File: src/rtl/tce_pkg.sv
`timescale 1ns/1ps
package tce_pkg;
    typedef enum logic [1:0] {
        OP_PUT   = 2'd0,
        OP_GET   = 2'd1,
        OP_STUFF = 2'd2,
        OP_LIST  = 2'd3
    } tce_op_e;

    typedef enum logic [2:0] {
        ST_IDLE,
        ST_CHECK,
        ST_FETCH,
        ST_WRITE,
        ST_DONE
    } tce_state_e;

    localparam logic STAT_OK    = 1'b0;
    localparam logic STAT_PARAM = 1'b1;
    localparam int   LIST_MAX   = 512;
    localparam int   LIST_ALIGN = 12;
    localparam int   ID_W       = 32;
endpackage

File: src/rtl/tce_entry_ram.sv
`timescale 1ns/1ps
module tce_entry_ram #(
    parameter int DEPTH = 16,
    parameter int DW    = 64,
    localparam int IW   = (DEPTH > 1) ? $clog2(DEPTH) : 1
) (
    input  logic          clk,
    input  logic          rst_n,
    input  logic          we,
    input  logic [IW-1:0] waddr,
    input  logic [DW-1:0] wdata,
    input  logic [IW-1:0] raddr,
    output logic [DW-1:0] rdata
);
    logic [DW-1:0] mem [DEPTH];

    always_ff @(posedge clk or negedge rst_n) begin
        if (!rst_n) begin
            for (int i = 0; i < DEPTH; i++) mem[i] <= '0;
        end else if (we) begin
            mem[waddr] <= wdata;
        end
    end

    assign rdata = mem[raddr];
endmodule

File: src/rtl/tce_page_index.sv
`timescale 1ns/1ps
module tce_page_index #(
    parameter int              AW         = 64,
    parameter int              PAGE_SHIFT = 12,
    parameter logic [AW-1:0]   BUS_OFFSET = '0,
    parameter int              DEPTH      = 16,
    localparam int             IW         = (DEPTH > 1) ? $clog2(DEPTH) : 1
) (
    input  logic [AW-1:0] page_addr,
    output logic [IW-1:0] index,
    output logic          in_range,
    output logic [AW-1:0] rel_iova
);
    localparam logic [AW-1:0] LOW_MASK = (AW'(1) << PAGE_SHIFT) - AW'(1);

    logic [AW-1:0] rel;
    logic [AW-1:0] full_idx;

    always_comb begin
        rel      = page_addr - BUS_OFFSET;
        full_idx = rel >> PAGE_SHIFT;
        in_range = full_idx < AW'(DEPTH);
        index    = full_idx[IW-1:0];
        rel_iova = rel & ~LOW_MASK;
    end
endmodule

File: src/rtl/tce_update_engine.sv
`timescale 1ns/1ps
module tce_update_engine
    import tce_pkg::*;
#(
    parameter int            AW         = 64,
    parameter int            DW         = 64,
    parameter int            CW         = 32,
    parameter int            ENTRIES    = 16,
    parameter int            PAGE_SHIFT = 12,
    parameter logic [63:0]   BUS_OFFSET = 64'h0,
    parameter logic [31:0]   TABLE_ID   = 32'h1
) (
    input  logic          clk,
    input  logic          rst_n,
    input  logic          cmd_valid,
    output logic          cmd_ready,
    input  logic [1:0]    cmd_op,
    input  logic [AW-1:0] cmd_id,
    input  logic [AW-1:0] cmd_ioba,
    input  logic [DW-1:0] cmd_val,
    input  logic [CW-1:0] cmd_npages,
    output logic          done,
    output logic          status,
    output logic [DW-1:0] get_data,
    output logic          lst_req,
    output logic [AW-1:0] lst_addr,
    input  logic          lst_ack,
    input  logic [DW-1:0] lst_data,
    output logic          ntf_valid,
    output logic [AW-1:0] ntf_iova,
    output logic [AW-1:0] ntf_addr,
    output logic [1:0]    ntf_perm
);
    localparam int            IW         = (ENTRIES > 1) ? $clog2(ENTRIES) : 1;
    localparam logic [AW-1:0] PAGE_BYTES = AW'(1) << PAGE_SHIFT;
    localparam logic [AW-1:0] PG_MASK    = ~(PAGE_BYTES - AW'(1));
    localparam logic [DW-1:0] DPG_MASK   = DW'(PG_MASK);
    localparam int            NBYTES     = DW / 8;

    tce_state_e    state, state_nx;
    tce_op_e       op_q;
    logic [AW-1:0] id_q, ioba_q, lptr_q;
    logic [DW-1:0] val_q;
    logic [CW-1:0] remain_q;

    logic [IW-1:0] idx;
    logic          in_range;
    logic [AW-1:0] rel_iova;
    logic [DW-1:0] ram_rdata;
    logic          ram_we;
    logic          id_bad, cnt_bad, check_err;
    logic [DW-1:0] lst_swapped;

    tce_page_index #(
        .AW(AW), .PAGE_SHIFT(PAGE_SHIFT), .BUS_OFFSET(AW'(BUS_OFFSET)), .DEPTH(ENTRIES)
    ) u_index (
        .page_addr(ioba_q),
        .index    (idx),
        .in_range (in_range),
        .rel_iova (rel_iova)
    );

    tce_entry_ram #(.DEPTH(ENTRIES), .DW(DW)) u_ram (
        .clk  (clk),
        .rst_n(rst_n),
        .we   (ram_we),
        .waddr(idx),
        .wdata(val_q),
        .raddr(idx),
        .rdata(ram_rdata)
    );

    // big-endian list entry: lane k carries entry byte NBYTES-1-k
    always_comb begin
        for (int k = 0; k < NBYTES; k++)
            lst_swapped[8*(NBYTES-1-k) +: 8] = lst_data[8*k +: 8];
    end

    always_comb begin
        id_bad    = (id_q[AW-1:ID_W] != '0) || (id_q[ID_W-1:0] != TABLE_ID);
        cnt_bad   = ((op_q == OP_STUFF) && (remain_q > CW'(ENTRIES))) ||
                    ((op_q == OP_LIST) && ((remain_q > CW'(LIST_MAX)) ||
                                           (lptr_q[LIST_ALIGN-1:0] != '0)));
        check_err = id_bad || cnt_bad || ((op_q == OP_GET) && !in_range);
        ram_we    = (state == ST_WRITE) && in_range;
        cmd_ready = (state == ST_IDLE);
        done      = (state == ST_DONE);
        lst_req   = (state == ST_FETCH);
        lst_addr  = lptr_q;
    end

    // next state
    always_comb begin
        state_nx = state;
        unique case (state)
            ST_IDLE:  if (cmd_valid) state_nx = ST_CHECK;
            ST_CHECK: begin
                if (check_err || op_q == OP_GET || remain_q == '0) state_nx = ST_DONE;
                else if (op_q == OP_LIST)                           state_nx = ST_FETCH;
                else                                                state_nx = ST_WRITE;
            end
            ST_FETCH: if (lst_ack) state_nx = ST_WRITE;
            ST_WRITE: begin
                if (!in_range || remain_q == CW'(1)) state_nx = ST_DONE;
                else if (op_q == OP_LIST)            state_nx = ST_FETCH;
                else                                 state_nx = ST_WRITE;
            end
            ST_DONE:  state_nx = ST_IDLE;
            default:  state_nx = ST_IDLE;
        endcase
    end

    // state register and command datapath
    always_ff @(posedge clk or negedge rst_n) begin
        if (!rst_n) begin
            state    <= ST_IDLE;
            op_q     <= OP_PUT;
            id_q     <= '0;
            ioba_q   <= '0;
            val_q    <= '0;
            lptr_q   <= '0;
            remain_q <= '0;
        end else begin
            state <= state_nx;
            unique case (state)
                ST_IDLE: if (cmd_valid) begin
                    op_q     <= tce_op_e'(cmd_op);
                    id_q     <= cmd_id;
                    ioba_q   <= cmd_ioba & PG_MASK;
                    val_q    <= cmd_val;
                    lptr_q   <= AW'(cmd_val);
                    remain_q <= (tce_op_e'(cmd_op) == OP_STUFF || tce_op_e'(cmd_op) == OP_LIST)
                                ? cmd_npages : CW'(1);
                end
                ST_FETCH: if (lst_ack) begin
                    val_q  <= lst_swapped;
                    lptr_q <= lptr_q + AW'(NBYTES);
                end
                ST_WRITE: if (in_range) begin
                    ioba_q   <= ioba_q + PAGE_BYTES;
                    remain_q <= remain_q - CW'(1);
                end
                default: ;
            endcase
        end
    end

    // registered outputs
    always_ff @(posedge clk or negedge rst_n) begin
        if (!rst_n) begin
            status    <= STAT_OK;
            get_data  <= '0;
            ntf_valid <= 1'b0;
            ntf_iova  <= '0;
            ntf_addr  <= '0;
            ntf_perm  <= 2'b00;
        end else begin
            ntf_valid <= 1'b0;
            unique case (state)
                ST_CHECK: begin
                    status <= check_err ? STAT_PARAM : STAT_OK;
                    if (!check_err && op_q == OP_GET) get_data <= ram_rdata;
                end
                ST_WRITE: begin
                    if (!in_range) begin
                        status <= STAT_PARAM;
                    end else begin
                        ntf_valid <= 1'b1;
                        ntf_iova  <= rel_iova;
                        ntf_addr  <= AW'(val_q & DPG_MASK);
                        ntf_perm  <= val_q[1:0];
                    end
                end
                default: ;
            endcase
        end
    end
endmodule

File: config.mk
export PLATFORM = sky130hd
export DESIGN_NAME = tce_update_engine
export DESIGN_NICKNAME = d
export VERILOG_FILES = /design/src/rtl/tce_pkg.sv /design/src/rtl/tce_entry_ram.sv /design/src/rtl/tce_page_index.sv /design/src/rtl/tce_update_engine.sv
export SDC_FILE = /design/constraint.sdc
export NUM_CORES = 2
export LEC_CHECK = 0
export ABC_AREA = 1
export CORE_UTILIZATION = 50
export DETAILED_ROUTE_END_ITERATION = 6
export GPL_ROUTABILITY_DRIVEN = 1
export MAX_ROUTING_LAYER = met4
export PLACE_DENSITY = 0.74
export SETUP_SLACK_MARGIN = 0.3
export SLEW_MARGIN = 25
export SYNTH_ARGS = -nofsm -noshare
export SYNTH_HDL_FRONTEND = slang
export SYNTH_HIERARCHICAL = 1
export SYNTH_SLANG_ARGS = --single-unit
File: constraint.sdc
create_clock -name clk -period 3.25 [get_ports clk]
set_clock_uncertainty 0.1 [all_clocks]
set_input_delay 0.65 -clock clk [delete_from_list [all_inputs] [get_ports clk]]
set_output_delay 0.65 -clock clk [all_outputs]
set_load 0.005 [all_outputs]
==> impl_results.md <==
- Synth top area cells: dfrtp_1, nand2_1, o21ai_0
- DR pass1 iterations: 7
- Initial core utilization: between 50% and 60%
- Commonest non-fill, non-tap cell in the layout: nand2_1
- Synth Instances: 9778
- Flop-to-flop setup slack: 0.35 ns
- Max Cap Viol: 0
- Maximum root-to-sink buffer count: 3
- # H-tree levels: 4
- Layout Cells excl Fill: 12082
- Nets: 10325
- Worst-skew pair later-pin latency: ~0.83 ns
- WL/cell: between 20 and 25 um
- CTS root buf: clkbuf_16
- Area of the multi-input gates: approximately 29000 um^2
- Final WL: ~260000 um
- Fin. max-slew vios: 0
- Area Overhead vs Synth: 17.8%
- Synthesized area: approximately 74000 um^2
- PwrDens: between 700 and 800 nW/um^2
- Largest net degree at the start of global routing: 171
- Crit path launch type: flip-flop
- Via count: ~68000
- Class of the worst hold path: in -> async
- Seq cells post-synth: between 1000 and 1500
- Status: finished with violations
- Fmax: 0.342 GHz
- Sequential cell area: ~37000 um^2
- Post-synth ARST share: 100%
- First-pass GRT wire length: 393000 um
- Sum of negative setup slack: 0 ns
- Worst endpoint required time: between 2 and 3 ns
- DRC viols: 1
- Placer Congestion: between 1 and 1.5
- Die H: approximately 390 um
- Sequential share of the synthesized area: between 50% and 60%
- Vias in the first global route: between 60000 and 70000
- Crit path max fanout: 3
- Most frequent cells in the layout: nand2_1, dfrtp_1, inv_1
- Port bufs: between 500 and 600
- Finished Core Util: 59.6%
- Kind of end point of the critical path: primary output
- GRT Residual Overflow: 0
- Die Footprint: approximately 150000 um^2
- Post-synth EDFFs: 0
- Ports: approximately 560
- Dpl cells: ~12000
- Top_reg_cell synth: dfrtp_1
- Post-synth top area cell: dfrtp_1
- DPL Wire Length: between 150000 and 200000 um
- Sink Count: roughly 1500
- Setup CP Type: reg -> out
- Std-Cell Rows: between 100 and 150
- Number of nets with antenna violations after routing: 0
- Max IR drop VDD: 0.651 mV
- Vias per inst: approximately 5.6
- Clock transition at path regs: ~0.060 ns
- Initial antenna violation count: 14
- Initial DRC count: about 8000
- Synth Area per Inst: between 7 and 8 um^2
- Post-synth top area share: approximately half
- Hold Fails Final Rpt: 0
- Tcrit/Tclk final: roughly 90%
- Yosys warns: 6
- Filler cells: roughly 13000
- Overall track demand over capacity in global routing: between 30% and 40%
- Leakage power: 41.2 nW
- Endpoints failing setup: 0
- CTS tree: done
- Total CTS buffers: between 150 and 200
- Unique cell type count in the Yosys netlist: just under 50
- CORE AREA: about 150000 um^2
- Failing checks: design-rule violations
- WP data arrival: 2.18 ns
- Power Total: 0.0650 W
- Share of layout cells above drive strength 1: under 10%
- Die Width: slightly below 400 um
- RSZ-0062 raised after global routing: yes
- Max transition margin: about 37%
- Tmin final: approximately 2.9 ns
- Pin slew with the least headroom to its limit: roughly 0.95 ns
## metal layers
layer	wire length (um)	vias to the layer above	share of wire (%)	GRT usage, %
li1	-	31050	-	-
met1	103000	32471	40	45.3
met2	118000	3471	46	53.5
met3	25200	648	9.7	6.66
met4	13400	0	5.2	16.7
met5	0	-	0	-
## flip-flops by register name (all words and copies together), names as in the netlist, 52 cells and up
register / count
u_ram/mem: 1024
get_data: 64
id_q: 64
lst_addr: 64
ntf_iova: 64
val_q: 64
ioba_q: 52
ntf_addr: 52
## cell type report
class,instances,area share [%]
inverter,1345,5.82
multi-input combinational,6254,33.0
sequential,1489,42.8
clock inverter,55,0.753
clock buffer,235,5.40
antenna,12,0.0344
tap,1917,2.75
timing repair buffer,775,9.45
## cell families after synthesis
group	after synthesis	synth area share, %
other	2	0.0101
adder cells (fa/ha/maj)	5	0.0845
buffers and inverters	2057	11.4
flip-flops	1489	50.3
AO/OA/AOI/OAI	1533	10.6
AND/OR/NAND/NOR	4567	25.9
multiplexers	67	1.01
XOR/XNOR	58	0.686
## per-stage QoR
stage / hold slack, ns / area, um^2 / worst slack [ns]
after global routing: 0.259 / 87200 / 0.238
after CTS: 0.236 / 86700 / 0.202
after detailed placement: 0.357 / 81100 / 0.121
after floorplan: 0.254 / 74100 / 0.662
after global placement: 0.356 / 81100 / 0.167
final: 0.258 / 87200 / 0.323
## worst max-delay path: stages, from the launching register on
cell             delay [ns]
dfrtp_2                0.45
inv_2                  0.10
nand2_2                0.10
nor2_4                 0.19
clkdlybuf4s50_1        0.53
## repair_timing
item,in CTS,in global routing
pin swaps,5,28
gates resized for setup,14,76
hold endpoints to repair,158,0
cloned,3,5
hold buffers,1,0
buffers inserted,11,17
endpoints found under the setup margin,296,365
## cell usage after synthesis, types with 4 or more instances
cell type,n
xor2_1,50
nor2_2,5
buf_4,83
clkbuf_2,6
a21oi_1,249
dfrtp_1,1489
a22oi_1,20
and2_1,4
or2_2,10
nand4_1,56
ha_1,5
mux2i_1,4
mux2_2,63
o21ai_0,1191
nor4_1,10
xnor2_1,8
o22ai_1,8
clkbuf_1,309
nor3_2,62
nor2_1,469
a31oi_1,23
buf_2,237
nor2_4,8
nand2_1,2885
inv_2,11
buf_1,64
buf_6,13
o211ai_1,23
nor3_1,64
nand3_1,984
inv_1,1334
## path summary, 6_finish.rpt
| path | startpoint | end | depth (start not counted) |
|---|---|---|---|
| max in group asynchronous | rst_n | u_ram/mem[648]$_DFFE_PN0P_ | 4 |
| min reg2reg | ntf_iova[21]$_DFFE_PN0P_ | ntf_iova[21]$_DFFE_PN0P_ | 2 |
| min | rst_n | get_data[21]$_DFFE_PN0P_ | 2 |
| max | state[2]$_DFFE_PN0P_ | lst_req | 4 |
| max reg2reg | ioba_q[32]$_DFFE_PN0P_ | get_data[17]$_DFFE_PN0P_ | 21 |
| min in group clk | cmd_id[0] | id_q[0]$_DFFE_PN0P_ | 3 |
## power by group
part | internal [W] | leakage, nW | switching [W]
logic | 0.00708 | 18.6 | 0.0154
registers | 0.0203 | 20.0 | 0.00354
clock network | 0.0108 | 2.66 | 0.00794
total | 0.0381 | 41.2 | 0.0269
No activity file was read; power rests on OpenSTA's default activity.
